[config.mk]
export PLATFORM = sky130hd
export DESIGN_NAME = mdio45_master
export DESIGN_NICKNAME = d
export VERILOG_FILES = /design/src/rtl/mdio45_pkg.sv /design/src/rtl/mdio45_clkgen.sv /design/src/rtl/mdio45_frame.sv /design/src/rtl/mdio45_master.sv
export SDC_FILE = /design/constraint.sdc
export NUM_CORES = 1
export LEC_CHECK = 0
export ABC_AREA = 1
export BUFFER_PORTS_ARGS = -buffer_cell sky130_fd_sc_hd__buf_2
export CORE_MARGIN = 5
export CORE_UTILIZATION = 45
export DETAILED_ROUTE_END_ITERATION = 8
export PLACE_DENSITY_LB_ADDON = 0.1
export SETUP_SLACK_MARGIN = 0.02
export SYNTH_ARGS = -nofsm -noshare
export SYNTH_HDL_FRONTEND = slang
export SYNTH_SLANG_ARGS = --single-unit
[constraint.sdc]
create_clock -name clk -period 2.5 [get_ports clk]
set_clock_uncertainty 0.1 [all_clocks]
set_input_delay 0.125 -clock clk [delete_from_list [all_inputs] [get_ports clk]]
set_output_delay 0.125 -clock clk [all_outputs]
set_load 0.05 [all_outputs]
[src/rtl/mdio45_pkg.sv]
package mdio45_pkg;
  typedef enum logic [1:0] {
    OP_ADDR  = 2'b00,
    OP_WRITE = 2'b01,
    OP_READ  = 2'b11
  } mdio_op_e;

  localparam int unsigned OFF_STAT = 'h30;
  localparam int unsigned OFF_CTL  = 'h34;
  localparam int unsigned OFF_DATA = 'h38;
  localparam int unsigned OFF_ADDR = 'h3C;

  localparam int unsigned DIV_W  = 8;
  localparam int unsigned PHY_W  = 5;
  localparam int unsigned WORD_W = 16;
endpackage

[src/rtl/mdio45_clkgen.sv]
module mdio45_clkgen #(
  parameter int unsigned DIV_W = 8
) (
  input  logic             clk,
  input  logic             rst,
  input  logic             en,
  input  logic [DIV_W-1:0] div,
  output logic             mdc,
  output logic             rise_tick,
  output logic             fall_tick
);
  logic [DIV_W-1:0] cnt_q;
  logic             mdc_q;
  logic             hit;

  assign hit = en && (cnt_q == div);

  always_ff @(posedge clk) begin
    if (rst || !en) begin
      cnt_q <= '0;
      mdc_q <= 1'b0;
    end else if (hit) begin
      cnt_q <= '0;
      mdc_q <= ~mdc_q;
    end else begin
      cnt_q <= cnt_q + 1'b1;
    end
  end

  assign mdc       = mdc_q;
  assign rise_tick = hit && !mdc_q;
  assign fall_tick = hit && mdc_q;
endmodule

[src/rtl/mdio45_frame.sv]
module mdio45_frame
  import mdio45_pkg::*;
#(
  parameter int unsigned PRE_W  = 32,
  parameter int unsigned ADR_W  = 5,
  parameter int unsigned DATA_W = 16
) (
  input  logic              clk,
  input  logic              rst,
  input  logic              start,
  input  mdio_op_e          op,
  input  logic [ADR_W-1:0]  port,
  input  logic [ADR_W-1:0]  dev,
  input  logic [DATA_W-1:0] wdata,
  input  logic              no_pre,
  input  logic              rise_tick,
  input  logic              fall_tick,
  input  logic              mdio_i,
  output logic              busy,
  output mdio_op_e          cur_op,
  output logic              mdio_o,
  output logic              mdio_oe,
  output logic              done,
  output logic              ta_err,
  output logic [DATA_W-1:0] rdata
);
  localparam int unsigned BODY_W  = 2 + 2 + 2 * ADR_W + 2 + DATA_W;
  localparam int unsigned FRAME_W = PRE_W + BODY_W;
  localparam int unsigned CNT_W   = $clog2(FRAME_W);
  localparam logic [CNT_W-1:0] IDX_TA2  = CNT_W'(DATA_W);
  localparam logic [CNT_W-1:0] IDX_REL  = CNT_W'(DATA_W + 2);
  localparam logic [CNT_W-1:0] LAST_PRE = CNT_W'(FRAME_W - 1);
  localparam logic [CNT_W-1:0] LAST_NOP = CNT_W'(BODY_W - 1);

  logic [FRAME_W-1:0] sh_q;
  logic [FRAME_W-1:0] frame;
  logic [CNT_W-1:0]   idx_q;
  logic [DATA_W-1:0]  rx_q;
  logic               busy_q, oe_q;
  mdio_op_e           op_q;
  logic               is_rd;

  assign frame = {{PRE_W{1'b1}}, 2'b00, op, port, dev, 2'b10, wdata};
  assign is_rd = (op_q == OP_READ);

  always_ff @(posedge clk) begin
    if (rst) begin
      sh_q   <= '0;
      idx_q  <= '0;
      busy_q <= 1'b0;
      oe_q   <= 1'b0;
      op_q   <= OP_ADDR;
      rx_q   <= '0;
    end else if (!busy_q) begin
      if (start) begin
        busy_q <= 1'b1;
        oe_q   <= 1'b1;
        op_q   <= op;
        sh_q   <= no_pre ? (frame << PRE_W) : frame;
        idx_q  <= no_pre ? LAST_NOP : LAST_PRE;
      end
    end else begin
      if (rise_tick && is_rd && idx_q < IDX_TA2)
        rx_q <= {rx_q[DATA_W-2:0], mdio_i};
      if (fall_tick) begin
        if (idx_q == '0) begin
          busy_q <= 1'b0;
          oe_q   <= 1'b0;
        end else begin
          idx_q <= idx_q - 1'b1;
          sh_q  <= sh_q << 1;
          if (is_rd && idx_q == IDX_REL) oe_q <= 1'b0;
        end
      end
    end
  end

  assign busy    = busy_q;
  assign cur_op  = op_q;
  assign mdio_o  = sh_q[FRAME_W-1];
  assign mdio_oe = oe_q;
  assign done    = busy_q && fall_tick && (idx_q == '0);
  assign ta_err  = busy_q && rise_tick && is_rd && (idx_q == IDX_TA2) && mdio_i;
  assign rdata   = rx_q;
endmodule

[src/rtl/mdio45_master.sv]
module mdio45_master
  import mdio45_pkg::*;
#(
  parameter int unsigned ADDR_W = 6
) (
  input  logic              clk,
  input  logic              rst,
  input  logic              reg_wr,
  input  logic              reg_rd,
  input  logic [ADDR_W-1:0] reg_addr,
  input  logic [31:0]       reg_wdata,
  output logic [31:0]       reg_rdata,
  output logic              mdc,
  output logic              mdio_o,
  output logic              mdio_oe,
  input  logic              mdio_i
);
  localparam logic [ADDR_W-1:0] A_STAT = ADDR_W'(OFF_STAT);
  localparam logic [ADDR_W-1:0] A_CTL  = ADDR_W'(OFF_CTL);
  localparam logic [ADDR_W-1:0] A_DATA = ADDR_W'(OFF_DATA);
  localparam logic [ADDR_W-1:0] A_ADDR = ADDR_W'(OFF_ADDR);

  logic [DIV_W-1:0]  div_q;
  logic [PHY_W-1:0]  port_q, dev_q;
  logic              nopre_q;
  logic [WORD_W-1:0] addr_q, data_q;
  logic              rd_err_q;
  logic [31:0]       rdata_q;

  logic              eng_busy, eng_is_rd, eng_done, eng_ta_err;
  mdio_op_e          eng_op;
  logic [WORD_W-1:0] eng_rdata;
  logic              rise_tick, fall_tick;

  logic     wr_ok, st_addr, st_wr, st_rd, start;
  mdio_op_e start_op;
  logic [PHY_W-1:0] f_port, f_dev;

  assign wr_ok   = reg_wr && !eng_busy;
  assign st_addr = wr_ok && (reg_addr == A_ADDR);
  assign st_wr   = wr_ok && (reg_addr == A_DATA);
  assign st_rd   = wr_ok && (reg_addr == A_CTL) && reg_wdata[15];
  assign start   = st_addr || st_wr || st_rd;
  assign start_op = st_rd ? OP_READ : (st_wr ? OP_WRITE : OP_ADDR);
  assign f_port  = st_rd ? reg_wdata[9:5] : port_q;
  assign f_dev   = st_rd ? reg_wdata[4:0] : dev_q;
  assign eng_is_rd = (eng_op == OP_READ);

  always_ff @(posedge clk) begin
    if (rst) begin
      div_q    <= '0;
      port_q   <= '0;
      dev_q    <= '0;
      nopre_q  <= 1'b0;
      addr_q   <= '0;
      data_q   <= '0;
      rd_err_q <= 1'b0;
    end else begin
      if (wr_ok) begin
        case (reg_addr)
          A_STAT: div_q <= reg_wdata[15:8];
          A_CTL: begin
            dev_q   <= reg_wdata[4:0];
            port_q  <= reg_wdata[9:5];
            nopre_q <= reg_wdata[10];
          end
          A_DATA: data_q <= reg_wdata[15:0];
          A_ADDR: addr_q <= reg_wdata[15:0];
          default: ;
        endcase
      end
      if (eng_done && eng_is_rd) data_q <= eng_rdata;
      if (st_rd) rd_err_q <= 1'b0;
      else if (eng_ta_err) rd_err_q <= 1'b1;
    end
  end

  always_ff @(posedge clk) begin
    if (rst) begin
      rdata_q <= '0;
    end else if (reg_rd) begin
      case (reg_addr)
        A_STAT:  rdata_q <= {16'b0, div_q, 6'b0, rd_err_q, eng_busy};
        A_CTL:   rdata_q <= {21'b0, nopre_q, port_q, dev_q};
        A_DATA:  rdata_q <= {eng_busy && (eng_op != OP_ADDR), 15'b0, data_q};
        A_ADDR:  rdata_q <= {16'b0, addr_q};
        default: rdata_q <= '0;
      endcase
    end
  end
  assign reg_rdata = rdata_q;

  mdio45_clkgen #(.DIV_W(DIV_W)) u_clk (
    .clk(clk), .rst(rst), .en(eng_busy), .div(div_q),
    .mdc(mdc), .rise_tick(rise_tick), .fall_tick(fall_tick)
  );

  mdio45_frame #(.PRE_W(32), .ADR_W(PHY_W), .DATA_W(WORD_W)) u_frame (
    .clk(clk), .rst(rst), .start(start), .op(start_op),
    .port(f_port), .dev(f_dev), .wdata(reg_wdata[15:0]), .no_pre(nopre_q),
    .rise_tick(rise_tick), .fall_tick(fall_tick), .mdio_i(mdio_i),
    .busy(eng_busy), .cur_op(eng_op), .mdio_o(mdio_o), .mdio_oe(mdio_oe),
    .done(eng_done), .ta_err(eng_ta_err), .rdata(eng_rdata)
  );
endmodule

==> results of run 1 <==
[registers in the layout, indices dropped and copies added, names as in the netlist]
register and count:
reg_rdata 17, u_clk.cnt_q 8, port_q 5, u_frame.rdata 16, data_q 16, addr_q 16, u_frame.busy 1, rd_err_q 1
u_frame.cur_op 2, u_clk.mdc 1, nopre_q 1, dev_q 5, div_q 8, u_frame.sh_q 64, u_frame.idx_q 6, u_frame.mdio_oe 1
[metrics by stage]
stage	worst slack, ns	utilization (%)	hold slack [ns]	area (um2)
2_1_floorplan	0.687	-	0.160	8580
3_3_place_gp	0.424	47.4	0.323	8870
3_5_place_dp	0.409	47.4	0.328	8870
4_1_cts	0.364	51.4	0.00146	9610
5_1_grt	0.186	51.4	0.0260	9610
6_report	0.348	51.4	0.0207	9610
[layout make-up]
type | instances | area [um2] | share of cell area (%)
Inverter | 152 | 572 | 5.95
Sequential cell | 168 | 3360 | 35.0
Multi-Input combinational cell | 892 | 4190 | 43.6
Tap cell | 234 | 293 | 3.05
Timing Repair Buffer | 83 | 593 | 6.17
Clock buffer | 21 | 450 | 4.69
Clock inverter | 9 | 150 | 1.56
[worst min-delay path, stage by stage]
cell and delay [ns]:
buf_2 0.16, o21ai_0 0.17, a21oi_1 0.04
[path summary, 6_finish.rpt]
kind	start	to	slack (ns)	cells past startpoint
setup / recovery	u_frame.busy	u_frame.sh_q[24]	0.35	10
hold / removal	reg_wdata[9]	port_q[4]	0.02	3
setup reg to reg	u_frame.busy	u_frame.sh_q[24]	0.35	10
hold reg to reg	reg_rdata[7]	reg_rdata[7]	0.36	2
[placed cells by master, fill, tap and decap left out, drive strengths merged, types with 4 or more instances in the layout]
| cell | netlist | routed |
|---|---|---|
| a21oi | 82 | 82 |
| a22oi | 12 | 12 |
| buf | 48 | 69 |
| bufinv | 0 | 4 |
| clkbuf | 41 | 21 |
| clkinv | 3 | 7 |
| conb | 1 | 15 |
| dfxtp | 168 | 168 |
| dlygate4sd3 | 0 | 14 |
| ha | 4 | 4 |
| inv | 149 | 148 |
| nand2 | 280 | 280 |
| nand3 | 93 | 93 |
| nand3b | 25 | 25 |
| nand4 | 8 | 8 |
| nor2 | 237 | 237 |
| nor3 | 7 | 7 |
| o21ai | 101 | 101 |
| o22ai | 9 | 9 |
[kinds of logic after synthesis]
| family | count (synthesis) |
|---|---|
| other | 1 |
| buffers and inverters | 241 |
| XOR/XNOR | 5 |
| AO/OA/AOI/OAI | 212 |
| flip-flops | 168 |
| adder cells (fa/ha/maj) | 4 |
| AND/OR/NAND/NOR | 656 |
[where the power goes]
part	leakage [uW]	internal (uW)	switching [uW]
clock	0.000289	1680	1080
combinational	0.00289	104	262
sequential	0.00136	2700	11.3
[what timing repair did]
action,in CTS,in global routing
gates resized for setup,0,0
setup endpoints to repair,0,0
hold buffers,14,0
endpoints found under the hold margin,27,0
[metal layers]
metal,part of all wire [%],vias to the layer above,GRT usage [%]
li1,-,4086,-
met1,48,3497,29.8
met2,44,172,33.2
met3,5.3,30,4.41
met4,1.7,4,5.78
met5,0.12,-,0
==> metrics.txt, run 1 <==
register bit total from synthesis=168; Layout Area Growth over Synthesis=12.8%; Cell variety after synth=38; drt first pass iters=5; fraction of registers with async set/reset=0%; die footprint=between 20000 and 25000 um2; post-synthesis xor/xnor area fraction=less than 1%; final setup fails=0; Post-Synth Adder-Cell Area=less than 1%; Max clock buf depth=2; RePlAce Congestion=0.850; core region area=18700 um2; Tcrit/Tclk final=86.1%; post-synthesis simple-gate area fraction=34.0%; top achievable clock speed=465 MHz; Final Total Pwr=5840 uW; Die Wd=148 um; layout cells sized above 1=10.8%; slowest CP cell=dfxtp_2; Yosys top cell area share=39.5%; Setup CP Type=reg2reg; Synth area leader=dfxtp_1; CP required=2.72 ns; Via density=around 5; first-iteration detailed-routing DRC count=641; CTS Root Cell=clkbuf_16; Mapped Area=8520 um2; worst vdd ir=0.463 mV; Final min period=2.15 ns; Leak=between 0.004 and 0.005 uW; Worst Tran Pin Value=0.600 ns; drc violations=0; most common cell in the netlist=nand2_1; Clock Latency Late Sink=0.43 ns; I/O pin count=78; Hold Crit Class=in2reg; fin cells=1559; synth cell count leaders=nand2_1, nor2_1, dfxtp_1, inv_1, o21ai_0; pwr dens=~600 nW/um2; Routed WL per cell=between 10 and 15 um; critical path cell sequence=inv_2 > a21oi_1 > nand3_1 > nor2_2 > nand4_4 > nand2_2 > inv_2 > buf_12 > nor2_1 > nor2_1; remaining global-route overflow=0; Routed Antenna Nets=0; status=finished clean; first-pass GRT wire length=37400 um; RSZ-0062 raised after global routing=no; TNS Setup=0 ns; crit-path max FO=45; routed vias=7789; slew margin rel.=60.0%; final net count=1361; clk slew on worst S/H paths=0.06 ns; CP bufs+invs=3; Hold Violations, Final=0; fillers=1940; syn_area_per_cell=between 6 and 7 um2; Cells after Synth=1287; PortBufs=46; FP Rows=50; hpwl dp=between 15000 and 20000 um; Startpoint Class=register; post-synthesis sequential area ratio=39.5%; main combinational cell family by area after synthesis=simple AND/OR/NAND/NOR gates; compound-cell area share of the yosys netlist=a little over an eighth; Num CTS Buffers=17; die height=148 um; initial antenna violation count=2; Synth Flop Type=dfxtp_1; Inserted Diodes=0; Critical Path AT=2.37 ns; clock sink total=168; initial core utilization=45.6%; synth top area cells=dfxtp_1, nand2_1, nor2_1; max_cap viols=0; Max stage delay on crit path=0.42 ns; Largest delay share family, worst path=simple AND/OR/NAND/NOR gates; vias in the first global route=approximately 7000; H-Tree Depth=4; Post-synth EDFFs=0; pin count of the biggest net entering global routing=75; CTS tree=built; mux cell area share after synthesis=0%; routed wire length=about 23000 um; Crit. End Element=register; yosys warns=0; Total GRT Usage=21.2%; DP Cell Count=1515; post-CTS setup buffers=0; max-slew violations=0
No activity file was read; power rests on OpenSTA's default activity.
==> run 2: changes to the inputs <==
--- a/config.mk
+++ b/config.mk
@@ -14,4 +14,5 @@
 export SETUP_SLACK_MARGIN = 0.02
 export SYNTH_ARGS = -nofsm -noshare
 export SYNTH_HDL_FRONTEND = slang
+export SYNTH_HIERARCHICAL = 1
 export SYNTH_SLANG_ARGS = --single-unit
==> run 2 against run 1 <==
Against the previous run: fmax fell by 6.3%; final cell count shrank 5.3%; non-clock buffer count increased by 11; via count down 4.3%; critical path type unchanged.
==> metrics.txt, run 2 <==
status=finished clean; Crit. End Element=register; worst vdd ir=0.584 mV; H-Tree Depth=4; Total GRT Usage=20.7%; first-pass GRT wire length=34700 um; PortBufs=46; CP Launch Point=u_clk/cnt_q[1]; Clock Latency Late Sink=approximately 0.43 ns; Critical Path AT=about 2.5 ns; Num CTS Buffers=17; Tcrit/Tclk final=91.9%; routed vias=7452; Final min period=2.30 ns; Hold Violations, Final=0; pwr dens=~670 nW/um2; Synth area leader=dfxtp_1; layout cells sized above 1=12.0%; Post-synth EDFFs=0; Hold Crit Class=in2reg; most common cell in the netlist=nor2_1; Via density=5.05; Mapped Area=between 7000 and 8000 um2; Worst R2R Setup Slack=0.20 ns; core region area=17400 um2; FP Rows=48; Layout Area Growth over Synthesis=17.1%; remaining global-route overflow=0; Max clock buf depth=2; drt first pass iters=5; yosys warns=6; Startpoint Class=register; largest register by flop count=u_frame/sh_q; most frequent cells in the layout=nor2_1, nand2_1, dfxtp_1; die footprint=20500 um2; vias in the first global route=slightly below 7000; drc violations=0; first-iteration detailed-routing DRC count=474; syn_area_per_cell=between 6 and 7 um2; top achievable clock speed=435 MHz; Leak=0.00402 uW; critical path cell sequence=inv_1 > nand2_1 > nand2_1 > nor2_1 > nand2_1 > nor2_4 > nand3_1 > inv_1 > nand2_2 > inv_2 > nand4_1 > inv_2 > nand3_2 > inv_2 > a31oi_4 > clkbuf_16 > o21ai_0 > nor2_1; CP required=between 2 and 3 ns; post-synthesis sequential area ratio=a little over two fifths; I/O pin count=between 70 and 80; slowest CP cell=dfxtp_1; hpwl dp=13900 um; DP Cell Count=1424; clk slew on worst S/H paths=0.06 ns; max_cap viols=0; Inserted Diodes=0; Finished Cell Area=about 9400 um2; Yosys top cell area share=42.1%; max reg flops=64; fraction of registers with async set/reset=0%; die height=143 um; register bit total from synthesis=168; CTS tree=built; reg2reg path depth=18; max-slew violations=0; slew margin rel.=57.5%; synth top area cells=dfxtp_1, nor2_1, nand2_1; crit-path max FO=8; clock sink total=168; Hold Crit Endpoint=reg_rdata[31]; Max stage delay on crit path=0.37 ns; pin count of the biggest net entering global routing=68; synth cell count leaders=nor2_1, nand2_1, dfxtp_1, o21ai_0, a21oi_1; final setup fails=0; routed wire length=roughly 21000 um; most common cell after layout, fill and taps aside=nor2_1; Synth Flop Type=dfxtp_1; Setup CP Type=reg2reg; fin cells=1477; Reg2Reg Capture Point=data_q[11]; CTS Root Cell=clkbuf_16; Routed Antenna Nets=0; Largest delay share family, worst path=simple AND/OR/NAND/NOR gates; Cells after Synth=roughly 1200; final net count=around 1300; RePlAce Congestion=0.788; Routed WL per cell=between 10 and 15 um; initial antenna violation count=0; Cell variety after synth=34; initial core utilization=46.1%; placed cell areas=about 8400 um2; CP bufs+invs=6; Die Wd=143 um; launch point of the worst hold path=reg_addr[2]; WHS Path Cells=4; r2r startpoint=u_clk/cnt_q[1]; Worst Tran Pin Value=0.638 ns
==> run 2: routing by layer <==
layer | track usage [%] | share of wire, % | wire, um | up-vias
li1 | - | - | - | 3883
met1 | 29.2 | 49 | 10400 | 3419
met2 | 33.4 | 45 | 9580 | 133
met3 | 4.26 | 4.3 | 911 | 17
met4 | 3.96 | 1.0 | 217 | 0
met5 | 0 | 0 | 0 | -
==> run 2: metrics by stage <==
step                utilization (%)  total power [uW]  setup slack (ns)  hold WS, ns  setup TNS [ns]
finish                         53.9              6240             0.204      0.00731               0
global route                   53.9              6470          -0.00457       0.0397        -0.00457
CTS                            53.3              6290            0.0637      0.00122               0
detailed placement             48.3              3120             0.122        0.339               0
global placement               48.3              3120             0.149        0.331               0
floorplan                         -              3030             0.158       0.0941               0
==> run 2: where the power goes <==
group | switching (uW) | leakage (uW) | internal [uW]
sequential | 15.5 | 0.00136 | 2700
clock | 1090 | 0.000347 | 2060
combinational | 262 | 0.00232 | 106
total | 1370 | 0.00402 | 4870
==> run 2: final cells by class <==
type | count | area (um2)
clock inverter | 11 | 241
timing repair buffer | 94 | 736
clock buffer | 21 | 470
sequential | 168 | 3370
tap | 225 | 282
fill | 1756 | 8000
multi-input combinational | 891 | 4010
inverter | 67 | 258
==> run 2: repair_timing <==
| item | in CTS | in global routing |
|---|---|---|
| gates resized for setup | 0 | 16 |
| buffers inserted | 0 | 2 |
| setup endpoints to repair | 0 | 16 |
| hold buffers | 17 | 0 |
| endpoints found under the hold margin | 47 | 0 |
==> run 2: cell families (layout without fill, tap and decap cells) <==
group	after synthesis	count (layout)	synth area share (%)
mux	5	5	0.626
compound gates	229	229	14.6
buf+inv	147	193	8.64
xor+xnor	8	8	0.876
fa+ha+maj	4	4	0.626
other cells	1	15	0.0469
simple gates	630	630	32.6
flops	168	168	42.1
==> run 2: worst max-delay path by stage <==
| stage | to | slack [ns] | cells after the start |
|---|---|---|---|
| after global routing | data_q[8] | -0.005 | 19 |
| after global placement | data_q[4] | 0.15 | 19 |
| after floorplan | data_q[11] | 0.16 | 16 |
| after detailed placement | data_q[6] | 0.12 | 18 |
| final | data_q[11] | 0.20 | 18 |
| after CTS | data_q[8] | 0.06 | 19 |
==> run 2: worst reg2reg max path, stage by stage (launching register included) <==
cell and delay, ns:
dfxtp_1 0.37, inv_1 0.05, nand2_1 0.05, nand2_1 0.05, nor2_1 0.10, nand2_1 0.09, nor2_4 0.13, nand3_1 0.10
inv_1 0.09, nand2_2 0.07, inv_2 0.07, nand4_1 0.11, inv_2 0.10, nand3_2 0.11, inv_2 0.12, a31oi_4 0.07
clkbuf_16 0.22, o21ai_0 0.14, nor2_1 0.05
